**src/rtl/cs_dma_pkg.sv**
```systemverilog
package cs_dma_pkg;

  typedef enum logic [1:0] {
    XM_DEMAND  = 2'b00,
    XM_SINGLE  = 2'b01,
    XM_BLOCK   = 2'b10,
    XM_CASCADE = 2'b11
  } xfer_mode_e;

  typedef enum logic [2:0] {
    ST_IDLE,
    ST_ARB1,
    ST_ARB2,
    ST_ADDR,
    ST_DATA,
    ST_REL
  } seq_state_e;

  typedef struct packed {
    xfer_mode_e  mode;
    logic [1:0]  burst;
    logic        dst_inc;
  } mode_cfg_t;

  localparam logic [2:0] SEL_CTRL = 3'd0;
  localparam logic [2:0] SEL_SRC  = 3'd1;
  localparam logic [2:0] SEL_DST  = 3'd2;
  localparam logic [2:0] SEL_CNT  = 3'd3;
  localparam logic [2:0] SEL_MODE = 3'd4;

  localparam int CTRL_EN    = 0;
  localparam int CTRL_IRQEN = 1;
  localparam int CTRL_CLR   = 2;

endpackage

```
**src/rtl/cs_dma_regs.sv**
```systemverilog
module cs_dma_regs
  import cs_dma_pkg::*;
#(
  parameter int AW = 16,
  parameter int CW = 16,
  parameter int DW = 32
) (
  input  logic          clk_i,
  input  logic          rst_ni,
  input  logic          we_i,
  input  logic [2:0]    sel_i,
  input  logic [DW-1:0] wdata_i,
  input  logic          xfer_i,
  output logic          en_o,
  output logic [AW-1:0] src_o,
  output logic [AW-1:0] dst_o,
  output logic [CW-1:0] cnt_o,
  output mode_cfg_t     mode_o,
  output logic          irq_o
);

  logic          en_q, irq_en_q, irq_q;
  logic [AW-1:0] src_q, dst_q;
  logic [CW-1:0] cnt_q;
  mode_cfg_t     mode_q;
  logic          ctrl_wr, cfg_ok, last_word;
  logic          unused_wdata;

  assign ctrl_wr      = we_i && (sel_i == SEL_CTRL);
  assign cfg_ok       = we_i && !en_q;
  assign last_word    = xfer_i && (cnt_q == CW'(1));
  assign unused_wdata = ^wdata_i;

  always_ff @(posedge clk_i or negedge rst_ni) begin
    if (!rst_ni) begin
      en_q     <= 1'b0;
      irq_en_q <= 1'b0;
      irq_q    <= 1'b0;
      src_q    <= '0;
      dst_q    <= '0;
      cnt_q    <= '0;
      mode_q   <= '0;
    end else begin
      if (ctrl_wr) begin
        en_q     <= wdata_i[CTRL_EN];
        irq_en_q <= wdata_i[CTRL_IRQEN];
      end
      if (last_word) en_q <= 1'b0;
      // completion beats a same-cycle clear
      if (last_word && irq_en_q)            irq_q <= 1'b1;
      else if (ctrl_wr && wdata_i[CTRL_CLR]) irq_q <= 1'b0;
      if (cfg_ok && sel_i == SEL_SRC) src_q <= wdata_i[AW-1:0];
      if (xfer_i && mode_q.dst_inc)         dst_q <= dst_q + AW'(1);
      else if (cfg_ok && sel_i == SEL_DST)  dst_q <= wdata_i[AW-1:0];
      if (xfer_i)                           cnt_q <= cnt_q - CW'(1);
      else if (cfg_ok && sel_i == SEL_CNT)  cnt_q <= wdata_i[CW-1:0];
      if (cfg_ok && sel_i == SEL_MODE) begin
        mode_q.mode    <= xfer_mode_e'(wdata_i[7:6]);
        mode_q.burst   <= wdata_i[5:4];
        mode_q.dst_inc <= wdata_i[0];
      end
    end
  end

  assign en_o   = en_q;
  assign src_o  = src_q;
  assign dst_o  = dst_q;
  assign cnt_o  = cnt_q;
  assign mode_o = mode_q;
  assign irq_o  = irq_q;

  AST_CFG_LOCK: assert property (@(posedge clk_i) disable iff (!rst_ni)
    (en_q && we_i && sel_i == SEL_DST && !xfer_i) |=> $stable(dst_q));
  AST_CNT_STEP: assert property (@(posedge clk_i) disable iff (!rst_ni)
    xfer_i |=> (cnt_q == ($past(cnt_q) - CW'(1))));
  AST_DST_STEP: assert property (@(posedge clk_i) disable iff (!rst_ni)
    (xfer_i && mode_q.dst_inc) |=> (dst_q == ($past(dst_q) + AW'(1))));
  AST_IRQ_SET: assert property (@(posedge clk_i) disable iff (!rst_ni)
    (xfer_i && cnt_q == CW'(1) && irq_en_q) |=> irq_q);
  AST_EN_CLR: assert property (@(posedge clk_i) disable iff (!rst_ni)
    (xfer_i && cnt_q == CW'(1)) |=> !en_q);

endmodule

```
**src/rtl/cs_dma_grant_len.sv**
```systemverilog
module cs_dma_grant_len
  import cs_dma_pkg::*;
#(
  parameter int CW = 16
) (
  input  xfer_mode_e    mode_i,
  input  logic [1:0]    burst_i,
  input  logic [CW-1:0] cnt_i,
  output logic [CW-1:0] len_o
);

  localparam int BW = 5;

  logic [BW-1:0] burst_words;
  logic [CW-1:0] burst_ext;

  // 00 -> 1, 01 -> 4, 10 -> 8, 11 -> 16
  assign burst_words = (burst_i == 2'b00) ? BW'(1) : (BW'(2) << burst_i);
  assign burst_ext   = CW'(burst_words);

  always_comb begin
    if (mode_i == XM_SINGLE && cnt_i > burst_ext) len_o = burst_ext;
    else                                          len_o = cnt_i;
  end

endmodule

```
**src/rtl/cs_dma_seq.sv**
```systemverilog
module cs_dma_seq
  import cs_dma_pkg::*;
#(
  parameter int CW = 16
) (
  input  logic          clk_i,
  input  logic          rst_ni,
  input  logic          en_i,
  input  xfer_mode_e    mode_i,
  input  logic [CW-1:0] cnt_i,
  input  logic [CW-1:0] grant_len_i,
  input  logic          dreq_i,
  input  logic          gnt_i,
  output logic          bus_req_o,
  output logic          addr_phase_o,
  output logic          xfer_o,
  output logic          rel_o
);

  seq_state_e    state_q, state_d;
  logic [CW-1:0] beat_q;
  logic          start_ok, want;

  always_comb begin
    unique case (mode_i)
      XM_DEMAND:          start_ok = dreq_i;
      XM_SINGLE, XM_BLOCK: start_ok = 1'b1;
      default:            start_ok = 1'b0;
    endcase
  end

  assign want   = en_i && (cnt_i != '0) && start_ok;
  assign xfer_o = (state_q == ST_DATA) && en_i && ((mode_i != XM_DEMAND) || dreq_i);

  always_comb begin
    state_d = state_q;
    unique case (state_q)
      ST_IDLE: if (want) state_d = ST_ARB1;
      ST_ARB1: if (gnt_i) state_d = ST_ARB2;
      ST_ARB2: state_d = gnt_i ? ST_ADDR : ST_ARB1;
      ST_ADDR: state_d = ST_DATA;
      ST_DATA: if (!xfer_o || beat_q == CW'(1)) state_d = ST_REL;
      ST_REL:  state_d = want ? ST_ARB1 : ST_IDLE;
      default: state_d = ST_IDLE;
    endcase
  end

  always_ff @(posedge clk_i or negedge rst_ni) begin
    if (!rst_ni) begin
      state_q <= ST_IDLE;
      beat_q  <= '0;
    end else begin
      state_q <= state_d;
      if (state_q == ST_ADDR) beat_q <= grant_len_i;
      else if (xfer_o)        beat_q <= beat_q - CW'(1);
    end
  end

  assign bus_req_o    = (state_q == ST_ARB1) || (state_q == ST_ARB2) ||
                        (state_q == ST_ADDR) || (state_q == ST_DATA);
  assign addr_phase_o = (state_q == ST_ADDR);
  assign rel_o        = (state_q == ST_REL);

  AST_BEAT_LE_CNT: assert property (@(posedge clk_i) disable iff (!rst_ni)
    (state_q == ST_DATA) |-> (beat_q <= cnt_i));
  AST_BURST_CAP: assert property (@(posedge clk_i) disable iff (!rst_ni)
    (state_q == ST_DATA && mode_i == XM_SINGLE) |-> (beat_q <= CW'(16)));
  AST_DEMAND_REL: assert property (@(posedge clk_i) disable iff (!rst_ni)
    (state_q == ST_DATA && mode_i == XM_DEMAND && !dreq_i) |=> (state_q == ST_REL));
  AST_GNT_WAIT: assert property (@(posedge clk_i) disable iff (!rst_ni)
    (state_q == ST_ARB1 && !gnt_i) |=> (state_q == ST_ARB1));
  AST_CASCADE_QUIET: assert property (@(posedge clk_i) disable iff (!rst_ni)
    (state_q == ST_IDLE && mode_i == XM_CASCADE) |=> !bus_req_o);

endmodule

```
**src/rtl/cs_dma_engine.sv**
```systemverilog
module cs_dma_engine
  import cs_dma_pkg::*;
#(
  parameter int AW = 16,
  parameter int CW = 16,
  parameter int DW = 32
) (
  input  logic          clk_i,
  input  logic          rst_ni,
  input  logic          cfg_we_i,
  input  logic [2:0]    cfg_sel_i,
  input  logic [DW-1:0] cfg_wdata_i,
  input  logic          dreq_i,
  input  logic          bus_gnt_i,
  output logic          bus_req_o,
  output logic          addr_phase_o,
  output logic          xfer_o,
  output logic          rel_o,
  output logic [AW-1:0] src_addr_o,
  output logic [AW-1:0] dst_addr_o,
  output logic          irq_o
);

  logic          en;
  logic [CW-1:0] cnt, grant_len;
  mode_cfg_t     mode_cfg;
  logic          xfer;

  cs_dma_regs #(.AW(AW), .CW(CW), .DW(DW)) u_regs (
    .clk_i   (clk_i),
    .rst_ni  (rst_ni),
    .we_i    (cfg_we_i),
    .sel_i   (cfg_sel_i),
    .wdata_i (cfg_wdata_i),
    .xfer_i  (xfer),
    .en_o    (en),
    .src_o   (src_addr_o),
    .dst_o   (dst_addr_o),
    .cnt_o   (cnt),
    .mode_o  (mode_cfg),
    .irq_o   (irq_o)
  );

  cs_dma_grant_len #(.CW(CW)) u_grant_len (
    .mode_i  (mode_cfg.mode),
    .burst_i (mode_cfg.burst),
    .cnt_i   (cnt),
    .len_o   (grant_len)
  );

  cs_dma_seq #(.CW(CW)) u_seq (
    .clk_i        (clk_i),
    .rst_ni       (rst_ni),
    .en_i         (en),
    .mode_i       (mode_cfg.mode),
    .cnt_i        (cnt),
    .grant_len_i  (grant_len),
    .dreq_i       (dreq_i),
    .gnt_i        (bus_gnt_i),
    .bus_req_o    (bus_req_o),
    .addr_phase_o (addr_phase_o),
    .xfer_o       (xfer),
    .rel_o        (rel_o)
  );

  assign xfer_o = xfer;

endmodule

```
**config.mk**
```make
export PLATFORM = sky130hd
export DESIGN_NAME = cs_dma_engine
export DESIGN_NICKNAME = d
export VERILOG_FILES = /design/src/rtl/cs_dma_pkg.sv /design/src/rtl/cs_dma_regs.sv /design/src/rtl/cs_dma_grant_len.sv /design/src/rtl/cs_dma_seq.sv /design/src/rtl/cs_dma_engine.sv
export SDC_FILE = /design/constraint.sdc
export NUM_CORES = 1
export LEC_CHECK = 0
export BUFFER_PORTS_ARGS = -buffer_cell sky130_fd_sc_hd__clkbuf_2
export CORE_AREA = 3 3 119 121
export CTS_BUF_LIST = sky130_fd_sc_hd__clkbuf_8
export CTS_CLUSTER_SIZE = 25
export DETAILED_ROUTE_END_ITERATION = 8
export DIE_AREA = 0 0 122 124
export GPL_TIMING_DRIVEN = 0
export HOLD_SLACK_MARGIN = 0.05
export SLEW_MARGIN = 10
export SYNTH_ARGS = -nofsm -noshare
export SYNTH_HDL_FRONTEND = slang
export SYNTH_HIERARCHICAL = 1
export SYNTH_SLANG_ARGS = --single-unit
```
**constraint.sdc**
```tcl
create_clock -name clk_i -period 2.9 [get_ports clk_i]
set_input_delay 0.145 -clock clk_i [delete_from_list [all_inputs] [get_ports clk_i]]
set_output_delay 0.145 -clock clk_i [all_outputs]
set_load 0.03 [all_outputs]
```
==> results.md <==
* Post-synth top area share at 0.4114
* Synth Instances at 437
* Register Area at 1877 um2
* Grt met3 use at 0.02725
* Yosys top cell by area: dfrtp_1
* Area of the multi-input gates at 2536 um2
* Reg-to-Reg Start: u_regs/mode_o[3]$_DFFE_PN0P_
* Finish-stage setup viols at 0
* Final Core Density at 0.4103
* Synthesis-to-layout area growth at 18.62%
* Placed Instance Area at 5107 um2
* Syn_nets at 488
* First-pass GRT wire length at 19350 um
* Pin count of the biggest net entering global routing at 58
* RSZ-0062 raised after global routing: false
* Clock Latency Late Sink at 0.37 ns
* Post-Syn Area per Cell at 10.44 um2
* CP required at roughly 3.2 ns
* Wirelength per Cell at 17.34 um
* DIE AREA at 15130 um2
* FMAX at 384.4 MHz
* GP Congestion at 0.8650
* CTS Buf Count at 9
* R2R setup slack at 0.30 ns
* Register area share after synthesis at 0.4114
* # diodes at 0
* CP Class: flop to flop
* Sink Count at 75
* Final Max Tran Viols at 0
* Met2 Resource Use GR at 0.2617
* Worst clock skew at 0.01137 ns
* Site row count at 42
* Layout fillers at 1284
* VDD IR max at around 0.56 mV
* Slew HR at 0.5485
* Crit path to: u_regs/dst_o[12]$_DFFE_PN0P_
* Leak at 2.306 nW
* R2R Path End: u_regs/dst_o[12]$_DFFE_PN0P_
* Vias at 3819
* CTS tree: yes
* Critical path arrival at 2.87 ns
* H-tree Lvls at 3
* Clock root cell: clkbuf_8
* TritonRoute pass-1 iters at 5
* Layout cells sized above 1 at 0.2135
* IO Count at 77
* Post-route ant nets at 0
* Hold Crit Depth at 2
* Async SR Flop Fraction at 1.000
* Post-CTS Setup Bufs at 0
* Synth Flop Type: dfrtp_1
* Crit Path Max Fanout at 10
* Maximum clock path buffer count at 2
* Tightest Hold Check Type: input port to flop
* Setup TNS at 0 ns
* Placeable core area at 13190 um2
* Worst-Margin Slew at 0.6717 ns
* Crit path capture type: flop
* GR Util All Layers at 0.1637
* Status: finished, final reports clean
* Ys Warns at 6
* Initial Utilization at 0.3459
* Tcrit/Tclk final at 0.8970
* Design Area, Final at 5411 um2
* Most numerous cell in the Yosys netlist: dfrtp_1
* Largest cells by area after synthesis: dfrtp_1, mux2i_1, mux2_1
* Post-DR vias/cell at 5.487
* Yosys cell types at 67
* DRC at 0
* Fin crit period at 2.601 ns
* Total Routed Length at 12070 um
* CTS clock-pin slew for the worst setup and hold paths at 0.08 ns
* CP startpoint: u_regs/mode_o[3]$_DFFE_PN0P_
* Most frequent cells after synthesis: dfrtp_1, mux2i_1, nor2_1
* #FFs+latches synth at 75
* Final #Nets at 566
* DR iter-0 viols at about 220
* Initial antenna violation count at 0
* MaxCap Viol Count at 0
* GRT busiest layer: met2
* Final hold vios at 0
* FF-to-FF path depth at 10
* Vias in the first global route at 3753
* Grt ovf at 0
* Worst Setup Start Kind: flop
* Width of the die at 122 um
* Pwr Total at 5.179 mW
* Met1 usage at 0.2220
* Die height at 124 um
* Number of synthesized flops with an enable pin at 0
* Synth Cell Area at between 4000 and 5000 um2
* PwrDens at 957.0 nW/um2
* I/O Buffers at 59
* Detailed Place HPWL at about 8600 um
## final cells by class
| cell class | instances | area share |
|---|---|---|
| Clock buffer | 9 | 0.02289 |
| Inverter | 18 | 0.01249 |
| Buffer | 18 | 0.01688 |
| Timing Repair Buffer | 67 | 0.07306 |
| Multi-Input combinational cell | 326 | 0.4687 |
| Tap cell | 176 | 0.04069 |
| Clock inverter | 7 | 0.01850 |
| Sequential cell | 75 | 0.3468 |
## worst min-delay path by stage
| stage | startpoint | endpoint | slack [ns] |
|---|---|---|---|
| final | cfg_wdata_i[11] | u_regs/src_o[11]$_DFFE_PN0P_ | 0.07 |
| after detailed placement | rst_ni | u_seq/state_q[1]$_DFFE_PN0P_ | 0.08 |
| after CTS | cfg_wdata_i[13] | u_regs/dst_o[13]$_DFFE_PN0P_ | 0.05 |
| after global routing | cfg_wdata_i[10] | u_regs/src_o[10]$_DFFE_PN0P_ | 0.07 |
| after global placement | bus_gnt_i | u_seq/state_q[1]$_DFFE_PN0P_ | 0.41 |
| after floorplan | rst_ni | u_regs/cnt_o[0]$_DFFE_PN0P_ | -0.15 |
## per-layer routing
layer	up-vias	wire length [um]
met5	-	0
met4	0	227
met3	15	529
met2	108	5688
met1	1889	5623
li1	1807	-
## critical path, stage by stage (launching register included)
cell,delay (ns)
dfrtp_1,0.40
inv_1,0.06
ha_1,0.20
nand2b_1,0.20
nand3_1,0.23
inv_1,0.28
nand2_1,0.12
buf_2,0.21
nor4_4,0.43
a211oi_1,0.14
a211oi_1,0.22
## flip-flops by register name, indices dropped and copies added, names as in the netlist
signal           flops
u_regs/src_o        16
u_seq/beat_q        16
u_regs/mode_o        5
u_regs/dst_o        16
u_regs/cnt_o        16
u_regs/irq_o         1
u_seq/state_q        3
u_regs/irq_en_q      1
u_regs/en_o          1
## logic make-up (layout without fill, tap and decap cells)
kind of cell | after synthesis | in the layout | synth area share
AO/OA/AOI/OAI | 80 | 80 | 0.1319
XOR/XNOR | 17 | 17 | 0.03264
buffers and inverters | 36 | 119 | 0.03456
adder cells (fa/ha/maj) | 11 | 11 | 0.03017
multiplexers | 55 | 55 | 0.1275
flip-flops | 75 | 75 | 0.4114
AND/OR/NAND/NOR | 163 | 163 | 0.2318
## where the power goes
group | internal (mW) | total (mW) | switching [mW] | leakage (nW)
Clock | 0.492 | 0.934 | 0.442 | 0.114
Combinational | 0.911 | 2.16 | 1.24 | 1.30
Sequential | 1.46 | 2.09 | 0.626 | 0.891
## timing repair
item,CTS,global route
hold buffers,7,0
gates resized for setup,0,3
endpoints found under the setup margin,0,4
hold endpoints to repair,82,0
## cell usage in the layout (no fill, tap or decap), drive strengths merged, types with 12 or more instances in the layout
cell / synthesis / routed
mux2: 25 / 25
clkbuf: 7 / 75
inv: 18 / 20
and2: 15 / 15
buf: 11 / 12
nor4: 13 / 13
nor2: 27 / 27
o21ai: 13 / 13
mux2i: 30 / 30
dfrtp: 75 / 75
nand3: 15 / 15
nand2: 24 / 24
## metrics by stage
stage / std cells / hold slack, ns / worst slack (ns)
after floorplan: 437 / -0.1506 / 0.5594
after global placement: 672 / 0.4092 / 0.2057
after detailed placement: 673 / 0.08368 / 0.1863
final: 696 / 0.06592 / 0.2986
after global routing: 696 / 0.07011 / 0.03327
after CTS: 696 / 0.05080 / 0.1429
(Power assumes the default switching activity.)
